<file path="config.mk">
export PLATFORM = sky130hd
export DESIGN_NAME = asid_tlb
export DESIGN_NICKNAME = d
export VERILOG_FILES = /design/src/rtl/tlb_pkg.sv /design/src/rtl/tlb_entry_cmp.sv /design/src/rtl/tlb_victim.sv /design/src/rtl/asid_tlb.sv
export SDC_FILE = /design/constraint.sdc
export NUM_CORES = 2
export LEC_CHECK = 0
export ABC_AREA = 1
export CAP_MARGIN = 20
export CELL_PAD_IN_SITES_DETAIL_PLACEMENT = 1
export CELL_PAD_IN_SITES_GLOBAL_PLACEMENT = 2
export CORE_MARGIN = 3
export CORE_UTILIZATION = 39
export CTS_CLUSTER_SIZE = 16
export DETAILED_ROUTE_END_ITERATION = 8
export GPL_ROUTABILITY_DRIVEN = 0
export HOLD_SLACK_MARGIN = 0.05
export PLACE_DENSITY_LB_ADDON = 0.12
export SYNTH_ARGS = -nofsm -noshare
export SYNTH_HDL_FRONTEND = slang
export SYNTH_HIERARCHICAL = 1
export SYNTH_SLANG_ARGS = --single-unit
</file>
<file path="constraint.sdc">
create_clock -name clk -period 14.1 [get_ports clk]
set_clock_uncertainty 0.2 [all_clocks]
set_input_delay 2.82 -clock clk [delete_from_list [all_inputs] [get_ports clk]]
set_output_delay 2.82 -clock clk [all_outputs]
set_load 0.02 [all_outputs]
</file>
<file path="src/rtl/tlb_pkg.sv">
package tlb_pkg;
    localparam int VA_W   = 48;
    localparam int PA_W   = VA_W;
    localparam int PG_SH  = 12;
    localparam int LVL_W  = 9;
    localparam int VPN_W  = VA_W - PG_SH;
    localparam int ASID_W = 16;
    localparam int ATTR_W = 8;
    localparam int OP_W   = 64;
    localparam int OP_ASID_LSB = OP_W - ASID_W;

    typedef enum logic [1:0] {
        SZ_4K = 2'd0,
        SZ_2M = 2'd1,
        SZ_1G = 2'd2
    } map_size_e;

    typedef enum logic [2:0] {
        INV_VA_ASID      = 3'd0,
        INV_VA_ASID_LEAF = 3'd1,
        INV_ASID         = 3'd2,
        INV_VA_ALL       = 3'd3,
        INV_VA_ALL_LEAF  = 3'd4,
        INV_ALL          = 3'd5
    } inv_op_e;

    typedef struct packed {
        logic              valid;
        logic              glob;
        logic [ASID_W-1:0] asid;
        logic [VPN_W-1:0]  vpn;
        logic [VPN_W-1:0]  ppn;
        map_size_e         size;
        logic [ATTR_W-1:0] attr;
    } tlb_entry_t;

    // Page-number bits that take part in a compare for a given size.
    function automatic logic [VPN_W-1:0] size_mask(map_size_e s);
        case (s)
            SZ_2M:   return {{(VPN_W-LVL_W){1'b1}}, {LVL_W{1'b0}}};
            SZ_1G:   return {{(VPN_W-2*LVL_W){1'b1}}, {(2*LVL_W){1'b0}}};
            default: return {VPN_W{1'b1}};
        endcase
    endfunction

    function automatic logic page_eq(logic [VPN_W-1:0] a, logic [VPN_W-1:0] b,
                                     map_size_e s);
        return ((a ^ b) & size_mask(s)) == '0;
    endfunction

    function automatic logic [PA_W-1:0] compose_pa(logic [VPN_W-1:0] ppn,
                                                   logic [VA_W-1:0] va,
                                                   map_size_e s);
        logic [VPN_W-1:0] m;
        m = size_mask(s);
        return {(ppn & m) | (va[VA_W-1:PG_SH] & ~m), va[PG_SH-1:0]};
    endfunction
endpackage

</file>
<file path="src/rtl/tlb_entry_cmp.sv">
module tlb_entry_cmp
    import tlb_pkg::*;
(
    input  tlb_entry_t        ent,
    input  logic [VPN_W-1:0]  lk_vpn,
    input  logic [ASID_W-1:0] lk_asid,
    input  logic [VPN_W-1:0]  op_vpn,
    input  logic [ASID_W-1:0] op_asid,
    input  inv_op_e           op,
    output logic              lk_match,
    output logic              inv_match
);
    logic pg_lk, pg_op, leaf, asid_op, kill;

    always_comb begin
        pg_lk   = page_eq(ent.vpn, lk_vpn, ent.size);
        pg_op   = page_eq(ent.vpn, op_vpn, ent.size);
        leaf    = (ent.size == SZ_4K);
        asid_op = ent.glob || (ent.asid == op_asid);
        lk_match = ent.valid && pg_lk && (ent.glob || (ent.asid == lk_asid));
        case (op)
            INV_VA_ASID:      kill = pg_op && asid_op;
            INV_VA_ASID_LEAF: kill = pg_op && asid_op && leaf;
            INV_ASID:         kill = !ent.glob && (ent.asid == op_asid);
            INV_VA_ALL:       kill = pg_op;
            INV_VA_ALL_LEAF:  kill = pg_op && leaf;
            INV_ALL:          kill = 1'b1;
            default:          kill = 1'b0;
        endcase
        inv_match = ent.valid && kill;
    end
endmodule

</file>
<file path="src/rtl/tlb_victim.sv">
module tlb_victim #(
    parameter int ENTRIES = 8,
    localparam int IDX_W  = $clog2(ENTRIES)
) (
    input  logic               clk,
    input  logic               rst,
    input  logic [ENTRIES-1:0] valid,
    input  logic               take,
    output logic [IDX_W-1:0]   victim
);
    logic [IDX_W-1:0] rr_q;
    logic [IDX_W-1:0] free_idx;
    logic             any_free;

    always_comb begin
        any_free = ~&valid;
        free_idx = '0;
        for (int i = ENTRIES - 1; i >= 0; i--) begin
            if (!valid[i]) free_idx = IDX_W'(i);
        end
        victim = any_free ? free_idx : rr_q;
    end

    always_ff @(posedge clk) begin
        if (rst) begin
            rr_q <= '0;
        end else if (take && !any_free) begin
            rr_q <= (rr_q == IDX_W'(ENTRIES - 1)) ? '0 : rr_q + 1'b1;
        end
    end
endmodule

</file>
<file path="src/rtl/asid_tlb.sv">
module asid_tlb
    import tlb_pkg::*;
#(
    parameter int ENTRIES = 8,
    localparam int IDX_W  = $clog2(ENTRIES)
) (
    input  logic              clk,
    input  logic              rst,
    input  logic [VA_W-1:0]   lk_va,
    input  logic [ASID_W-1:0] lk_asid,
    output logic              lk_hit,
    output logic [PA_W-1:0]   lk_pa,
    output logic [ATTR_W-1:0] lk_attr,
    input  logic              fill_en,
    input  logic [VA_W-1:0]   fill_va,
    input  logic [PA_W-1:0]   fill_pa,
    input  logic [1:0]        fill_size,
    input  logic              fill_ng,
    input  logic [ASID_W-1:0] fill_asid,
    input  logic [ATTR_W-1:0] fill_attr,
    input  logic              inv_en,
    input  logic [2:0]        inv_op,
    input  logic [OP_W-1:0]   inv_operand
);
    tlb_entry_t         ent_q [ENTRIES];
    logic [ENTRIES-1:0] lk_match, inv_match, ent_valid, ent_glob;
    logic [IDX_W-1:0]   sel_idx, vic_idx;
    logic               do_fill;
    logic               unused_bits;

    assign unused_bits = ^{inv_operand[OP_ASID_LSB-1:VPN_W], fill_pa[PG_SH-1:0],
                           fill_va[PG_SH-1:0]};
    assign do_fill = fill_en && !inv_en;

    for (genvar g = 0; g < ENTRIES; g++) begin : g_slot
        tlb_entry_cmp u_cmp (
            .ent      (ent_q[g]),
            .lk_vpn   (lk_va[VA_W-1:PG_SH]),
            .lk_asid  (lk_asid),
            .op_vpn   (inv_operand[VPN_W-1:0]),
            .op_asid  (inv_operand[OP_W-1:OP_ASID_LSB]),
            .op       (inv_op_e'(inv_op)),
            .lk_match (lk_match[g]),
            .inv_match(inv_match[g])
        );
        assign ent_valid[g] = ent_q[g].valid;
        assign ent_glob[g]  = ent_q[g].glob;
    end

    tlb_victim #(.ENTRIES(ENTRIES)) u_victim (
        .clk   (clk),
        .rst   (rst),
        .valid (ent_valid),
        .take  (do_fill),
        .victim(vic_idx)
    );

    always_comb begin
        sel_idx = '0;
        for (int i = ENTRIES - 1; i >= 0; i--) begin
            if (lk_match[i]) sel_idx = IDX_W'(i);
        end
    end

    always_ff @(posedge clk) begin
        if (rst) begin
            lk_hit  <= 1'b0;
            lk_pa   <= '0;
            lk_attr <= '0;
        end else begin
            lk_hit  <= |lk_match;
            lk_pa   <= compose_pa(ent_q[sel_idx].ppn, lk_va, ent_q[sel_idx].size);
            lk_attr <= ent_q[sel_idx].attr;
        end
    end

    always_ff @(posedge clk) begin
        if (rst) begin
            for (int i = 0; i < ENTRIES; i++) ent_q[i] <= '0;
        end else if (inv_en) begin
            for (int i = 0; i < ENTRIES; i++) begin
                if (inv_match[i]) ent_q[i].valid <= 1'b0;
            end
        end else if (do_fill) begin
            ent_q[vic_idx] <= '{valid: 1'b1,
                                glob:  !fill_ng,
                                asid:  fill_ng ? fill_asid : '0,
                                vpn:   fill_va[VA_W-1:PG_SH],
                                ppn:   fill_pa[PA_W-1:PG_SH],
                                size:  map_size_e'(fill_size),
                                attr:  fill_attr};
        end
    end
endmodule

</file>
# After elaboration in Yosys (flattened, before gate mapping)
# Memory sizes are Yosys's and may differ from the RTL's.
# Cells that the tools add are included.
# totals
register_bits	60
ram_bits	800
in_bits	258
out_inout_bits	57
elab_cells	288
n_memories	1
# classes
add_sub_neg	1
eq_ne	40
muxes	86
n_bitwise	44
reduce_logical	112
# mem_list
name	depth	word_bits	rd	rd_ports_with_merged_regs	write_ports	line_no	rtl
ent_q	8	100	9	0	8	asid_tlb.sv:25	tlb_entry_t ent_q [ENTRIES];
# ops
cell	count
AND 36 bit	18
logical NOT 36 bit	16
bitwise XOR 36 bit	16
one-hot mux 18 bit (2 select lines)	9
== test 16 bit	16
two-way mux 100 bit	1
OR reduction 100 bit	1
logical AND 1 bit	58
two-way mux 3 bit	19
one-hot mux 1 bit (6 select lines)	8
two-way mux 1 bit	46
two-way mux 36 bit	1
inverter 36 bit	1
OR 36 bit	1
== test 2 x 1 -> 1 bit (second input constant)	9
== test 2 bit (second input constant)	9
logical NOT 2 bit	8
logical OR 1 bit	16
two-way mux 16 bit	1
logical NOT 1 bit	10
== test 3 bit (second input constant)	3
OR 1 bit	8
AND reduction 8 bit	1
OR reduction 8 bit	1
5 further kinds	6

# Longest topological paths before layout
# An unclocked memory read counts as a cell.
# depth
depth_word	22
depth_mapped	31
ltp_nobuf	29

# By module
# The synthesis kept the hierarchy.
# modules_own_cells
module	n_inst	cells_per_inst	area_per_inst_um2	seq_area_each_um2
asid_tlb	1	2887	33593.5	25084.1
tlb_entry_cmp	8	377	1805.5	0.0
tlb_victim	1	39	266.5	60.1

# Least setup slack after synthesis
# OpenSTA, ideal clock, no wires.
# synth_timing
path_type	input -> register
from	input inv_en
to	memory ent_q[0][0] (netlist name), enable pin
setup_time_ns	0.461
arrival_time_ns	6.088
t_required_ns	13.439
setup_slack_ns	7.351
cell_stages	8
n_path_buf	3
path_cell_list	buf_2 > nor2_1 > nand2_1 > nor2_1 > nand2_1 > clkbuf_1 > buf_2 > nand2_1
# synth_lines
element	line_no	rtl
start: declaration	asid_tlb.sv:21	input logic inv_en,
end: declaration	asid_tlb.sv:25	

# Worst setup path after layout
# layout_timing
from	input lk_va[18]
to	register lk_pa[25]
# layout_via
word_cells_on_any_way	57
classes_between	eq/ne: 2; mux: 10; bitwise: 20; reduce/logical: 24; memory: 1
# layout_lines
element	line_no	rtl
start: declaration	asid_tlb.sv:9	input logic [VA_W-1:0] lk_va,
bitwise XOR 36 bit *	tlb_pkg.sv:48	return ((a ^ b) & size_mask(s)) == '0;
AND 36 bit *	tlb_pkg.sv:48	
logical NOT 36 bit *	tlb_pkg.sv:48	
logical AND 1 bit * (2 in series)	tlb_entry_cmp.sv:20	lk_match = ent.valid && pg_lk && (ent.glob || (ent.asid == lk_asid));
named net lk_match[5]	asid_tlb.sv:26	logic [ENTRIES-1:0] lk_match, inv_match, ent_valid, ent_glob;
two-way mux 3 bit * (6 in series)	asid_tlb.sv:61	if (lk_match[i]) sel_idx = IDX_W'(i);
memory read (8 x 100 bit) *	--	
== test 2 bit / == test 2 x 1 -> 1 bit (equally long branches)	tlb_pkg.sv:39	case (s)
one-hot mux 18 bit (2 select lines)	tlb_pkg.sv:39	
two-way mux 36 bit	asid_tlb.sv:66	if (rst) begin
inverter 36 bit	tlb_pkg.sv:56	return {(ppn & m) | (va[VA_W-1:PG_SH] & ~m), va[PG_SH-1:0]};
AND 36 bit	tlb_pkg.sv:56	
OR 36 bit *	tlb_pkg.sv:56	
end signal: assignment	asid_tlb.sv:72	lk_pa <= compose_pa(ent_q[sel_idx].ppn, lk_va, ent_q[sel_idx].size);
end: declaration	asid_tlb.sv:12	output logic [PA_W-1:0] lk_pa,
# Mark *: on every way through the listed nets, which the timed path passes. The rest lies on a longest branch. The select of a mux whose other input is x is not followed.
# A chain may end at the register's enable or synchronous reset.

==> impl_metrics.toml <==
[routing]
wire_per_inst_um = 21.58
drtIter0Drc = 2730
wl_mm = 170.3
vias_per_cell = 5.058
firstDrtPassIters = 5
drc = 0
ant_nets = 0
via_count = 39920

[floorplanning]
die-area_um2 = 128100
core_um2 = 122400
die_h_um = 357.9
start_util_pct = 39.48
die_w_um = 357.9
row_count = 128
ios = 315

[worst_setup_path]
start_kind = "input pin"
cp_max_fo = 133
arrival_ns = 9.42
crit_start = "lk_va[18]"
required_ns = 14.54
critPathCaptureType = "flop"
path_class = "input pin to flop"
timing.rr.start = "ent_q[7][99]$_SDFFE_PP1P_"

[timing]
whs_ns = 0.2973
hold_violations = 0
period_needed_ns = 8.982
max_slew_margin_pct = 23.78
worst_pin_slew_ns = 1.143
period_share_pct = 63.70
fmax_ghz = 0.1113
slew_violations = 0
rsz0062_at_grt = "false"
setup_viol = 0
tns_ns = 0

[place]
dp_hpwl_mm = 114.4
portBuffers = 278
numPlacedInstances = 7703

[clock_tree]
cts.hold.buffers_added = 0
clock_tree.root_cell = "clkbuf_16"
post-cts-setup-buffers = 0
path_clk_slew_ns = 0.06
cts_resized = 0
clk_path_buf_depth = 3
clock_sinks = 860
numCtsBuffers = 101
h-tree-depth = 3
clk_latency_ns = 0.70
cts_tree = "built"

[logic_synthesis]
synth_cell_types = 42
yosysTopAreaCell = "edfxtp_1"
yosysWarnings = 6
yosysSeqAreaShare_pct = 52.05
synth.avg_cell_area_um2 = 8.129
syn-num-nets = 6219
netlist_instances = 5942
ys_ff_latch = 860
synth-main-ff-cell = "edfxtp_1"
synth_top_area_share_pct = 49.24
synthArstFlopShare_pct = 0
yosysMostFrequentCell = "nand2_1"
synth_common_cells = "nand2_1 (1,328), nor2_1 (1,244), inv_1 (951)"
syn_area_um2 = 48300
synth.area.top_cells = "edfxtp_1 (49%), nand2_1 (10%), nor2_1 (9.7%)"
synth_edf_count = 792

[global_routing]
grt_max_degree = 134
grt_first_pass_wirelength_mm = 251.0
antenna_found_initial = 2
grtUsageTotal_pct = 26.36
gr-total-overflow = 0
grt_pass1_vias = 40267

[final_layout]
nNetsFinal = 6458
fin_util_pct = 45.72
final_cells = 7892
area_delta_synth_final_pct = 15.82
drive_above_1_share_pct = 4.358

[status]
outcome = "complete, no violations"

[pwr]
power_density_nw_per_um2 = 111.8
leakage_nw = 24.66
ir_drop_mv = 0.09846
finalPower_mw = 6.257

[min_path]
hold_start = "u_victim/rr_q[1]$_SDFFE_PP0P_"
hold_class = "flop to flop"

[flow_run]
cap_violations = 0
==> cell type report <==
cell class              count  area, um^2
diodes                      2       5.005
clock inverters            53       558.0
well taps                1625        2033
flip-flops and latches    860       25140
clock buffers             134        2711
repair buffers            311        3030
inverters                 971        3645
fillers                 14688       66410
multi-input cells        3936       18820
==> critical path, cell delays in order <==
cell and delay, ns:
clkdlybuf4s50_1 0.99, xnor2_1 0.40, nand3_1 0.10, nor4_1 0.40, nand3_1 0.15, nand2_1 0.23, nand2_1 0.08, nor2_1 0.14
inv_1 0.07, nand2_1 0.06, nand2_1 0.10, nand2_1 0.08, nand2_1 0.08, nand2_4 0.66, nand2_8 0.71, inv_1 0.49
nand2_1 0.10, nand3_1 0.09, nand3_1 0.09, nand2_1 0.13, ha_1 0.15, clkinv_1 0.55, nand3_1 0.48, nand2_1 0.09
inv_1 0.06
==> metal layers <==
layer / wire [um] / track usage (%) / part of all wire [%] / up-vias
met5: 11 / 0 / 0.0065 / -
met4: 4845 / 7.445 / 2.8 / 2
met3: 8145 / 2.914 / 4.8 / 195
met2: 81520 / 44.86 / 48 / 881
met1: 75810 / 35.56 / 45 / 19673
li1: - / - / - / 19169
==> cells in the final DEF, fill, tap and decap left out, drive strengths merged, types with 68 or more instances in the layout <==
master and n:
a21oi 99, inv 971, nor2 1271, clkbuf 134, dfxtp 68, or2 89
nand3 427, nand2 1333, clkdlybuf4s50 278, edfxtp 792, o21ai 102, xor2 128
xnor2 232
==> state kept, by name, summed over array words and instances, names as in the netlist <==
register	count
u_victim/rr_q	3
ent_q	800
lk_hit	1
lk_pa	48
lk_attr	8
==> worst paths after layout <==
kind,end,slack (ns),cells after the start
setup / recovery,lk_pa[25]$_SDFF_PP0_,5.12,25
hold / removal,u_victim/rr_q[1]$_SDFFE_PP0P_,0.30,2
setup reg to reg,lk_pa[25]$_SDFF_PP0_,7.63,25
hold reg to reg,u_victim/rr_q[1]$_SDFFE_PP0P_,0.30,2
==> power by group <==
group	switching [mW]	internal, mW	total, mW
clock	1.11	1.52	2.62
combinational	0.448	0.235	0.683
sequential	0.0665	2.88	2.95
total	1.62	4.63	6.26
==> through the flow <==
step                      area (um^2)  setup WS (ns)
after floorplan                 48300          7.351
after global placement          52670          4.357
after detailed placement        52670          4.289
after CTS                       55940          5.036
after global routing            55940          4.614
final                           55940          5.118
==> cells by family (layout without fill, tap and decap cells) <==
| kind of cell | after synthesis | after routing | share of synthesized area [%] |
|---|---|---|---|
| AOI/OAI and AO/OA | 304 | 304 | 3.792 |
| xor gates and xnor gates | 360 | 360 | 6.527 |
| adders and majority gates | 19 | 19 | 0.4922 |
| buffers and inverters | 1146 | 1469 | 9.255 |
| DFF | 860 | 860 | 52.05 |
| other | 0 | 2 | 0 |
| and+or+nand+nor | 3253 | 3253 | 27.88 |
Power figures use the tool's default switching activity.
